[src/rtl/exc_pkg.sv]
package exc_pkg;
  localparam int ADDR_W = 32;
  localparam int WORD_W = 16;
  localparam int OFS_W  = 12;
  localparam int SR_SUPER_BIT = 13;
  localparam logic [3:0] FMT_SHORT = 4'h0;

  localparam logic [1:0] CFG_PC  = 2'd0;
  localparam logic [1:0] CFG_SR  = 2'd1;
  localparam logic [1:0] CFG_VBR = 2'd2;
  localparam logic [1:0] CFG_SSP = 2'd3;

  typedef enum logic [2:0] {
    ST_IDLE,
    ST_PUSH,
    ST_VEC_HI,
    ST_VEC_LO,
    ST_POP_FMT,
    ST_POP_BODY
  } seq_state_e;
endpackage

[src/rtl/exc_frame_gen.sv]
// Combinational frame word selection and vector address formation.
module exc_frame_gen
  import exc_pkg::*;
#(
  parameter int VEC_W = 8
) (
  input  logic [ADDR_W-1:0] vbr,
  input  logic [VEC_W-1:0]  vec,
  input  logic [ADDR_W-1:0] pc_save,
  input  logic [WORD_W-1:0] sr_save,
  input  logic [1:0]        idx,
  output logic [ADDR_W-1:0] vec_addr,
  output logic [WORD_W-1:0] push_word
);
  localparam int SCALED_W = VEC_W + 2;

  logic [SCALED_W-1:0] vec_scaled;
  logic [OFS_W-1:0]    vec_ofs;

  assign vec_scaled = {vec, 2'b00};
  assign vec_ofs    = OFS_W'(vec_scaled);
  assign vec_addr   = vbr + ADDR_W'(vec_scaled);

  // Push order: PC low, PC high, saved status, tag word.
  always_comb begin
    case (idx)
      2'd0:    push_word = pc_save[15:0];
      2'd1:    push_word = pc_save[31:16];
      2'd2:    push_word = sr_save;
      default: push_word = {FMT_SHORT, vec_ofs};
    endcase
  end
endmodule

[src/rtl/exc_ctx_regs.sv]
// Context registers: program counter, status, vector base, stack pointer.
module exc_ctx_regs
  import exc_pkg::*;
(
  input  logic              clk,
  input  logic              rst_n,
  input  logic              cfg_en,
  input  logic              cfg_wr,
  input  logic [1:0]        cfg_sel,
  input  logic [ADDR_W-1:0] cfg_data,
  input  logic              sr_ld,
  input  logic [WORD_W-1:0] sr_d,
  input  logic              pc_ld,
  input  logic [ADDR_W-1:0] pc_d,
  input  logic              ssp_ld,
  input  logic [ADDR_W-1:0] ssp_d,
  output logic [ADDR_W-1:0] pc_q,
  output logic [WORD_W-1:0] sr_q,
  output logic [ADDR_W-1:0] vbr_q,
  output logic [ADDR_W-1:0] ssp_q
);
  logic [ADDR_W-1:0] pc_nx, vbr_nx, ssp_nx;
  logic [WORD_W-1:0] sr_nx;
  logic              cfg_take;

  assign cfg_take = cfg_en && cfg_wr;

  always_comb begin
    pc_nx  = pc_q;
    sr_nx  = sr_q;
    vbr_nx = vbr_q;
    ssp_nx = ssp_q;
    if (cfg_take) begin
      case (cfg_sel)
        CFG_PC:  pc_nx  = cfg_data;
        CFG_SR:  sr_nx  = cfg_data[WORD_W-1:0];
        CFG_VBR: vbr_nx = cfg_data;
        default: ssp_nx = cfg_data;
      endcase
    end
    // Sequencer loads take precedence over a configuration write.
    if (sr_ld)  sr_nx  = sr_d;
    if (pc_ld)  pc_nx  = pc_d;
    if (ssp_ld) ssp_nx = ssp_d;
  end

  always_ff @(posedge clk or negedge rst_n) begin
    if (!rst_n) begin
      pc_q  <= '0;
      sr_q  <= '0;
      vbr_q <= '0;
      ssp_q <= '0;
    end else begin
      pc_q  <= pc_nx;
      sr_q  <= sr_nx;
      vbr_q <= vbr_nx;
      ssp_q <= ssp_nx;
    end
  end

  // the vector base cannot move while a sequence runs
  p_vbr_locked_r10: assert property (@(posedge clk) disable iff (!rst_n)
    !cfg_en |=> $stable(vbr_q));
endmodule

[src/rtl/exc_seq_ctrl.sv]
// Entry / return sequencing state machine and memory port driver.
module exc_seq_ctrl
  import exc_pkg::*;
#(
  parameter int VEC_W = 8
) (
  input  logic              clk,
  input  logic              rst_n,
  input  logic              exc_req,
  input  logic [VEC_W-1:0]  exc_vec,
  input  logic              ret_req,
  input  logic [ADDR_W-1:0] pc_q,
  input  logic [WORD_W-1:0] sr_q,
  input  logic [ADDR_W-1:0] vbr_q,
  input  logic [ADDR_W-1:0] ssp_q,
  input  logic [WORD_W-1:0] mem_rdata,
  input  logic              mem_rdy,
  output logic              mem_req,
  output logic              mem_we,
  output logic [ADDR_W-1:0] mem_addr,
  output logic [WORD_W-1:0] mem_wdata,
  output logic              busy,
  output logic              fmt_err,
  output logic              sr_ld,
  output logic [WORD_W-1:0] sr_d,
  output logic              pc_ld,
  output logic [ADDR_W-1:0] pc_d,
  output logic              ssp_ld,
  output logic [ADDR_W-1:0] ssp_d
);
  localparam logic [WORD_W-1:0] SUPER_MASK = WORD_W'(1) << SR_SUPER_BIT;
  localparam logic [ADDR_W-1:0] WSTEP      = ADDR_W'(2);
  localparam logic [ADDR_W-1:0] FRAME_SZ   = ADDR_W'(8);

  seq_state_e        state, state_nx;
  logic [1:0]        idx, idx_nx;
  logic [VEC_W-1:0]  vec_q, vec_nx;
  logic [WORD_W-1:0] sr_hold, sr_hold_nx;
  logic [ADDR_W-1:0] pc_save, pc_save_nx;
  logic [WORD_W-1:0] hi_q, hi_nx;
  logic              ferr_nx;
  logic [ADDR_W-1:0] vec_addr;
  logic [WORD_W-1:0] push_word;
  logic [ADDR_W-1:0] pop_addr;

  exc_frame_gen #(.VEC_W(VEC_W)) u_frame (
    .vbr       (vbr_q),
    .vec       (vec_q),
    .pc_save   (pc_save),
    .sr_save   (sr_hold),
    .idx       (idx),
    .vec_addr  (vec_addr),
    .push_word (push_word)
  );

  assign pop_addr = ssp_q + ADDR_W'({idx, 1'b0});
  assign busy     = (state != ST_IDLE);

  always_comb begin
    state_nx   = state;
    idx_nx     = idx;
    vec_nx     = vec_q;
    sr_hold_nx = sr_hold;
    pc_save_nx = pc_save;
    hi_nx      = hi_q;
    ferr_nx    = 1'b0;
    mem_req    = 1'b0;
    mem_we     = 1'b0;
    mem_addr   = '0;
    mem_wdata  = '0;
    sr_ld      = 1'b0;
    sr_d       = sr_q;
    pc_ld      = 1'b0;
    pc_d       = pc_q;
    ssp_ld     = 1'b0;
    ssp_d      = ssp_q;
    case (state)
      ST_IDLE: begin
        if (exc_req) begin
          sr_hold_nx = sr_q;
          pc_save_nx = pc_q;
          vec_nx     = exc_vec;
          sr_ld      = 1'b1;
          sr_d       = sr_q | SUPER_MASK;
          idx_nx     = 2'd0;
          state_nx   = ST_PUSH;
        end else if (ret_req) begin
          state_nx = ST_POP_FMT;
        end
      end
      ST_PUSH: begin
        mem_req   = 1'b1;
        mem_we    = 1'b1;
        mem_addr  = ssp_q - WSTEP;
        mem_wdata = push_word;
        if (mem_rdy) begin
          ssp_ld = 1'b1;
          ssp_d  = ssp_q - WSTEP;
          idx_nx = idx + 2'd1;
          if (idx == 2'd3) state_nx = ST_VEC_HI;
        end
      end
      ST_VEC_HI: begin
        mem_req  = 1'b1;
        mem_addr = vec_addr;
        if (mem_rdy) begin
          hi_nx    = mem_rdata;
          state_nx = ST_VEC_LO;
        end
      end
      ST_VEC_LO: begin
        mem_req  = 1'b1;
        mem_addr = vec_addr + WSTEP;
        if (mem_rdy) begin
          pc_ld    = 1'b1;
          pc_d     = {hi_q, mem_rdata};
          state_nx = ST_IDLE;
        end
      end
      ST_POP_FMT: begin
        mem_req  = 1'b1;
        mem_addr = ssp_q;
        if (mem_rdy) begin
          if (mem_rdata[15:12] != FMT_SHORT) begin
            ferr_nx  = 1'b1;
            state_nx = ST_IDLE;
          end else begin
            idx_nx   = 2'd1;
            state_nx = ST_POP_BODY;
          end
        end
      end
      ST_POP_BODY: begin
        mem_req  = 1'b1;
        mem_addr = pop_addr;
        if (mem_rdy) begin
          case (idx)
            2'd1: begin
              sr_hold_nx = mem_rdata;
              idx_nx     = 2'd2;
            end
            2'd2: begin
              hi_nx  = mem_rdata;
              idx_nx = 2'd3;
            end
            default: begin
              sr_ld    = 1'b1;
              sr_d     = sr_hold;
              pc_ld    = 1'b1;
              pc_d     = {hi_q, mem_rdata};
              ssp_ld   = 1'b1;
              ssp_d    = ssp_q + FRAME_SZ;
              state_nx = ST_IDLE;
            end
          endcase
        end
      end
      default: state_nx = ST_IDLE;
    endcase
  end

  always_ff @(posedge clk or negedge rst_n) begin
    if (!rst_n) begin
      state   <= ST_IDLE;
      idx     <= '0;
      vec_q   <= '0;
      sr_hold <= '0;
      pc_save <= '0;
      hi_q    <= '0;
      fmt_err <= 1'b0;
    end else begin
      state   <= state_nx;
      idx     <= idx_nx;
      vec_q   <= vec_nx;
      sr_hold <= sr_hold_nx;
      pc_save <= pc_save_nx;
      hi_q    <= hi_nx;
      fmt_err <= ferr_nx;
    end
  end

  // acceptance raises busy and the supervisor bit together
  p_accept_super_r1: assert property (@(posedge clk) disable iff (!rst_n)
    (state == ST_IDLE && exc_req) |=> (busy && sr_q[SR_SUPER_BIT]));

  // each completed push lowers the stack pointer by one word
  p_push_descend_r2: assert property (@(posedge clk) disable iff (!rst_n)
    (state == ST_PUSH && mem_rdy) |=> (ssp_q == $past(ssp_q) - WSTEP));

  // the low handler word completes the new PC and ends the sequence
  p_handler_load_r5: assert property (@(posedge clk) disable iff (!rst_n)
    (state == ST_VEC_LO && mem_rdy) |=> (!busy && pc_q == $past({hi_q, mem_rdata})));

  // a rejected frame leaves the context untouched
  p_bad_fmt_keep_r8: assert property (@(posedge clk) disable iff (!rst_n)
    fmt_err |-> ($stable(pc_q) && $stable(sr_q) && $stable(ssp_q)));

  // a pending access holds its address and data
  p_req_hold_r9: assert property (@(posedge clk) disable iff (!rst_n)
    (mem_req && !mem_rdy) |=> (mem_req && $stable(mem_addr) && $stable(mem_wdata)));
endmodule

[src/rtl/exc_seq_top.sv]
// Exception entry / return sequencer top level.
module exc_seq_top
  import exc_pkg::*;
#(
  parameter int VEC_W = 8
) (
  input  logic              clk,
  input  logic              rst_n,
  input  logic              cfg_wr,
  input  logic [1:0]        cfg_sel,
  input  logic [31:0]       cfg_data,
  input  logic              exc_req,
  input  logic [VEC_W-1:0]  exc_vec,
  input  logic              ret_req,
  output logic              busy,
  output logic              fmt_err,
  output logic [31:0]       pc_q,
  output logic [15:0]       sr_q,
  output logic [31:0]       ssp_q,
  output logic              mem_req,
  output logic              mem_we,
  output logic [31:0]       mem_addr,
  output logic [15:0]       mem_wdata,
  input  logic [15:0]       mem_rdata,
  input  logic              mem_rdy
);
  logic [1:0]        rst_pipe;
  logic              rst_int_n;
  logic [ADDR_W-1:0] vbr_q;
  logic              sr_ld, pc_ld, ssp_ld;
  logic [WORD_W-1:0] sr_d;
  logic [ADDR_W-1:0] pc_d, ssp_d;

  // Reset asserts at once and leaves after two clock edges.
  always_ff @(posedge clk or negedge rst_n) begin
    if (!rst_n) rst_pipe <= 2'b00;
    else        rst_pipe <= {rst_pipe[0], 1'b1};
  end
  assign rst_int_n = rst_pipe[1];

  exc_ctx_regs u_regs (
    .clk      (clk),
    .rst_n    (rst_int_n),
    .cfg_en   (!busy),
    .cfg_wr   (cfg_wr),
    .cfg_sel  (cfg_sel),
    .cfg_data (cfg_data),
    .sr_ld    (sr_ld),
    .sr_d     (sr_d),
    .pc_ld    (pc_ld),
    .pc_d     (pc_d),
    .ssp_ld   (ssp_ld),
    .ssp_d    (ssp_d),
    .pc_q     (pc_q),
    .sr_q     (sr_q),
    .vbr_q    (vbr_q),
    .ssp_q    (ssp_q)
  );

  exc_seq_ctrl #(.VEC_W(VEC_W)) u_ctrl (
    .clk       (clk),
    .rst_n     (rst_int_n),
    .exc_req   (exc_req),
    .exc_vec   (exc_vec),
    .ret_req   (ret_req),
    .pc_q      (pc_q),
    .sr_q      (sr_q),
    .vbr_q     (vbr_q),
    .ssp_q     (ssp_q),
    .mem_rdata (mem_rdata),
    .mem_rdy   (mem_rdy),
    .mem_req   (mem_req),
    .mem_we    (mem_we),
    .mem_addr  (mem_addr),
    .mem_wdata (mem_wdata),
    .busy      (busy),
    .fmt_err   (fmt_err),
    .sr_ld     (sr_ld),
    .sr_d      (sr_d),
    .pc_ld     (pc_ld),
    .pc_d      (pc_d),
    .ssp_ld    (ssp_ld),
    .ssp_d     (ssp_d)
  );
endmodule

[config.mk]
export PLATFORM = sky130hd
export DESIGN_NAME = exc_seq_top
export DESIGN_NICKNAME = d
export VERILOG_FILES = /design/src/rtl/exc_pkg.sv /design/src/rtl/exc_frame_gen.sv /design/src/rtl/exc_ctx_regs.sv /design/src/rtl/exc_seq_ctrl.sv /design/src/rtl/exc_seq_top.sv
export SDC_FILE = /design/constraint.sdc
export NUM_CORES = 1
export LEC_CHECK = 0
export BUFFER_PORTS_ARGS = -buffer_cell sky130_fd_sc_hd__clkbuf_2
export CAP_MARGIN = 0
export CORE_AREA = 4 4 168 210
export CTS_CLUSTER_DIAMETER = 50
export DETAILED_ROUTE_END_ITERATION = 16
export DIE_AREA = 0 0 172 214
export GPL_TIMING_DRIVEN = 0
export PLACE_DENSITY = 0.64
export SYNTH_ARGS = -nofsm -noshare
export SYNTH_HDL_FRONTEND = slang
export SYNTH_SLANG_ARGS = --single-unit
[constraint.sdc]
create_clock -name clk -period 7.57 [get_ports clk]
set_clock_uncertainty 0.2 [all_clocks]
set_input_delay 0.3785 -clock clk [delete_from_list [all_inputs] [get_ports clk]]
set_output_delay 0.3785 -clock clk [all_outputs]
set_load 0.03 [all_outputs]
# [Yosys cells after proc, flatten, opt, wreduce, memory -nomap -nowiden]
# Cells that the tools add are included.
[totals] regBits=192 input_bits=64 output_inout_bits=132 wordCells=149
[op_classes] n_addsub=6 eq_ne=40 muxes=62 n_reduce_logical=28
[op_table] operator="$mux W32" count=12
[op_table] operator="$mux W16" count=12
[op_table] operator="$pmux W32 S5" count=1
[op_table] operator="$pmux W32 S2" count=2
[op_table] operator="$pmux W16 S2" count=3
[op_table] operator="$pmux W16 S3" count=1
[op_table] operator="$add A32 B10 Y32" count=1
[op_table] operator="$add A32 B2 Y32 const B" count=1
[op_table] operator="$add A32 B3 Y32" count=1
[op_table] operator="$add A32 B4 Y32 const B" count=1
[op_table] operator="$sub A32 B2 Y32 const B" count=1
[op_table] operator="$mux W3" count=10
[op_table] operator="$ne A3 B3 Y1 const B" count=10
[op_table] operator="$ne A2 B2 Y1 const B" count=12
[op_table] operator="$reduce_and A6 Y1" count=4
[op_table] operator="$pmux W3 S6" count=1
[op_table] operator="$mux W14" count=1
[op_table] operator="$reduce_bool A2 Y1" count=7
[op_table] operator="$mux W2" count=5
[op_table] operator="$mux W1" count=9
[op_table] operator="$ne A3 B1 Y1 const B" count=3
[op_table] operator="$ne A2 B1 Y1 const B" count=4
[op_table] operator="$pmux W2 S4" count=1
[op_table] operator="$reduce_and A4 Y1" count=2
[op_table] operator="other kinds (21)" count=31

# [Logic depth before layout (Yosys ltp)]
[depth] depth_word=7 ltp_mapped=13 depth_no_buf=12

# [Modules after synthesis]
# From an unflattened synthesis, not the netlist that was laid out.
[hier_totals] cells_unflattened=1434 area_unflattened_um2=13444.1
[modules_own_cells] module="exc_seq_ctrl" n_inst=1 cells_each=911 area_per_inst_um2=7434.6
[modules_own_cells] module="exc_ctx_regs" n_inst=1 cells_each=370 area_per_inst_um2=4758.3
[modules_own_cells] module="exc_frame_gen" n_inst=1 cells_each=149 area_per_inst_um2=1193.6
[modules_own_cells] module="exc_seq_top" n_inst=1 cells_each=4 area_per_inst_um2=57.6

# [Worst setup path after synthesis]
# No wires, ideal clock.
[synth_path] kind="reg-to-output" from="register u_ctrl.vec_q[0]" to="output mem_addr[24]" arrival_time_ps=3732 required_time_ps=6991 path_slack_ps=3260 stages_incl_launch_ff=14 n_path_buf=1 cell_sequence="dfrtp_1 > ha_1 > inv_1 > fa_1 > nand2b_1 > a211o_1 > a21oi_1 > clkbuf_1 > nand4b_1 > o221a_2 > nor4_4 > nand4_1 > o21a_1 > o31ai_1"
[synth_via] elab_chain_len=3
[synth_rtl] item="start: declaration" line_no="exc_seq_ctrl.sv:37" text="logic [VEC_W-1:0] vec_q, vec_nx;"
[synth_rtl] item="start signal: assignment" line_no="exc_seq_ctrl.sv:174" text="vec_q <= vec_nx;"
[synth_rtl] item="$add A32 B10 Y32 *" line_no="exc_frame_gen.sv:22" text="assign vec_addr = vbr + ADDR_W'(vec_scaled);"
[synth_rtl] item="$add A32 B2 Y32" line_no="exc_seq_ctrl.sv:113" text="mem_addr = vec_addr + WSTEP;"
[synth_rtl] item="$pmux W32 S5 *" line_no="exc_seq_ctrl.sv:77" text="case (state)"
[synth_rtl] item="end: declaration" line_no="exc_seq_top.sv:22" text="output logic [31:0] mem_addr,"
# Mark *: on every way between the ends. The rest lies on a longest branch, timed or not.

# [Final worst setup path]
[layout_path] from="register u_ctrl.vec_q[0]" to="output mem_addr[27]"
# Same word-level chain as after synthesis.

==> flow_metrics.tcl <==
set metrics [dict create \
    synthToLayoutAreaGrowth_pct 18.2 \
    initial_core_util 0.385 \
    worstPathArrival_ps 4750 \
    nets 1898 \
    drtIter0Drc 1506 \
    cts_resized 0 \
    status "completed" \
    cts_buffers 17 \
    grt_max_degree 70 \
    clk_pin_slew_ps 90 \
    io_buffers 194 \
    die_area_um2 36800 \
    setup_viol 0 \
    maxCapViolCount 0 \
    finalSetupTns_ps 0 \
    period_minus_slack_ps 5330 \
    cts_buffer_depth 2 \
    synth_warnings 0 \
    tightest_slew_ps 1170 \
    place.gp.congestion 1.02 \
    drt-vias-per-instance 6.11 \
    grt_pass1_vias 13300 \
    clock_latency_ps 460 \
    antenna_found_initial 4 \
    dr.pass1.iters 11 \
    cts-root-buf "clkbuf_16" \
    grt_usage 0.308 \
    hold_path.class "input port to asynchronous set/reset pin" \
    grt-ovfl-total 0 \
    hpwlAfterDp_um 44600 \
    clock-sinks 192 \
    rsz0062_at_grt "no" \
    drc 0 \
    vias 13800 \
    async_flop_share 1.00 \
    syn_avg_cell_area_um2 8.09 \
    coreArea_um2 33400 \
    post-route-period-util 0.704 \
    synth_edf_count 0 \
    slew_violations 0 \
    ios 196 \
    post-place-cells 2208 \
    final_cell_mix "nand2_1 (307), clkbuf_2 (194), dfrtp_1 (191)" \
    worstPathMaxFanout 10 \
    syn_area_um2 12900 \
    end_kind "output port" \
    synth_cell_types 86 \
    fp.dieH_um 214 \
    die_w_um 172 \
    synth-seq-area-share 0.374 \
    grt_pass1_wl_um 84600 \
    ys_ff_latch 192 \
    hold_viol 0 \
    worst_setup_path_start_kind "flop" \
    max_freq_mhz 188 \
    fillerInstances 3435 \
    regArea_um2 4810 \
    drive_above_1_share 0.179 \
    final_cells 2253 \
    wl_per_cell_um 25.6 \
    r2r_cells 11 \
    vdd_drop_max_v 0.000216 \
    holdWs_ps 15.1 \
    power_uw 7670 \
    totalWireLength_um 57700 \
    synth_cells 1588 \
    ant_nets 0 \
    worstSetupPathType "flop to output port" \
    multi_input_area_um2 7460 \
    synthFlopType "dfrtp_1" \
    relSlewSlack 0.217 \
    syn_nets 1672 \
    power.density_nw_per_um2 505 \
    h-tree-depth 4 \
    cts_tree "yes" \
    final_common_cell "nand2_1" \
    rows 75 \
    p_leak_uw 0.00647 \
    cp_data_required_time_ps 6990 \
]
## sequential cells by signal, summed over array words and instances (netlist names), 8 cells and up
signal / count
u_regs.vbr_q: 32
u_ctrl.hi_q: 16
u_ctrl.sr_hold: 16
u_regs.pc_q: 32
u_regs.sr_q: 16
u_regs.ssp_q: 32
u_ctrl.pc_save: 32
u_ctrl.vec_q: 8
## Yosys cell counts, types with 17 or more instances
library cell    n  share of area
o21ai_0       150          0.058
xor2_1         21          0.014
o22ai_1        22          0.011
mux2i_1        37          0.029
nor2_1        125          0.037
dfrtp_1       192           0.37
nor4_1         17         0.0083
clkbuf_1       93          0.027
o211ai_1       17         0.0099
xnor2_1        36          0.025
ha_1           18          0.018
mux2_2         50          0.044
nand4_1        29          0.014
inv_1          32         0.0093
a31oi_1        24          0.012
and3_1         25          0.012
nand2_1       307          0.090
nand3_1        41          0.016
a21oi_1        79          0.031
nor3_1         44          0.017
## metrics by stage
stage / utilization / instance area, um^2 / setup WS, ps
detailed placement: 0.432 / 14400 / 2820
global route: 0.455 / 15200 / 1930
floorplan: - / 12900 / 1620
CTS: 0.455 / 15200 / 2280
finish: 0.455 / 15200 / 2240
global placement: 0.430 / 14400 / -844
## critical path, stage by stage (launching register included)
cell	delay (ps)
dfrtp_1	430
ha_1	210
inv_1	60
fa_1	390
nand2b_1	200
a211o_1	340
a21oi_1	260
clkbuf_1	390
nand4b_1	180
o221a_2	190
nor4_4	550
nand4_1	270
xor2_1	380
o221ai_1	200
clkbuf_2	230
## logic make-up after synthesis
logic type / count (synthesis) / share of synthesized area
buf+inv: 151 / 0.0459
simple gates: 669 / 0.241
fa+ha+maj: 20 / 0.0206
other cells: 1 / 0.000292
xor+xnor: 59 / 0.0422
mux: 87 / 0.0726
compound gates: 409 / 0.203
flops: 192 / 0.374
## final cells by class
| class | instances | area share |
|---|---|---|
| Antenna cell | 3 | 0.000494 |
| Timing Repair Buffer | 207 | 0.0754 |
| Clock buffer | 17 | 0.0280 |
| Sequential cell | 192 | 0.316 |
| Inverter | 33 | 0.00815 |
| Clock inverter | 15 | 0.0153 |
| Multi-Input combinational cell | 1245 | 0.491 |
| Tap cell | 423 | 0.0348 |
| Buffer | 118 | 0.0307 |
## report_power, final
group / total (uW) / switching [uW] / leakage (uW) / internal (uW)
clock network: 1000 / 534 / 0.000313 / 470
registers: 1980 / 478 / 0.00231 / 1500
logic: 4680 / 3300 / 0.00385 / 1380
## layer usage
| metal | GRT usage | vias up | wire length (um) |
|---|---|---|---|
| li1 | - | 6143 | - |
| met2 | 0.460 | 786 | 25200 |
| met4 | 0.199 | 4 | 4560 |
| met5 | 0 | - | 13 |
| met3 | 0.0814 | 195 | 5960 |
| met1 | 0.389 | 6639 | 22000 |
## what timing repair did
action | CTS | global route
hold endpoints to repair | 11 | 0
setup buffers | 0 | 0
hold buffers | 10 | 0
## final timing paths
| check | from | end | slack (ps) |
|---|---|---|---|
| max | u_ctrl.vec_q[0]$_DFFE_PN0P_ | mem_addr[27] | 2240 |
| min | rst_n | rst_pipe[1]$_DFF_PN0_ | 20 |
| max reg2reg | u_ctrl.state[0]$_DFFE_PN0P_ | u_regs.ssp_q[16]$_DFFE_PN0P_ | 2760 |
| min reg2reg | rst_pipe[1]$_DFF_PN0_ | u_ctrl.pc_save[11]$_DFFE_PN0P_ | 80 |
| max in group asynchronous | rst_pipe[1]$_DFF_PN0_ | u_regs.sr_q[0]$_DFFE_PN0P_ | 6020 |
| min in group clk | mem_rdata[10] | u_ctrl.sr_hold[10]$_DFFE_PN0P_ | 20 |
(Power assumes the default switching activity.)
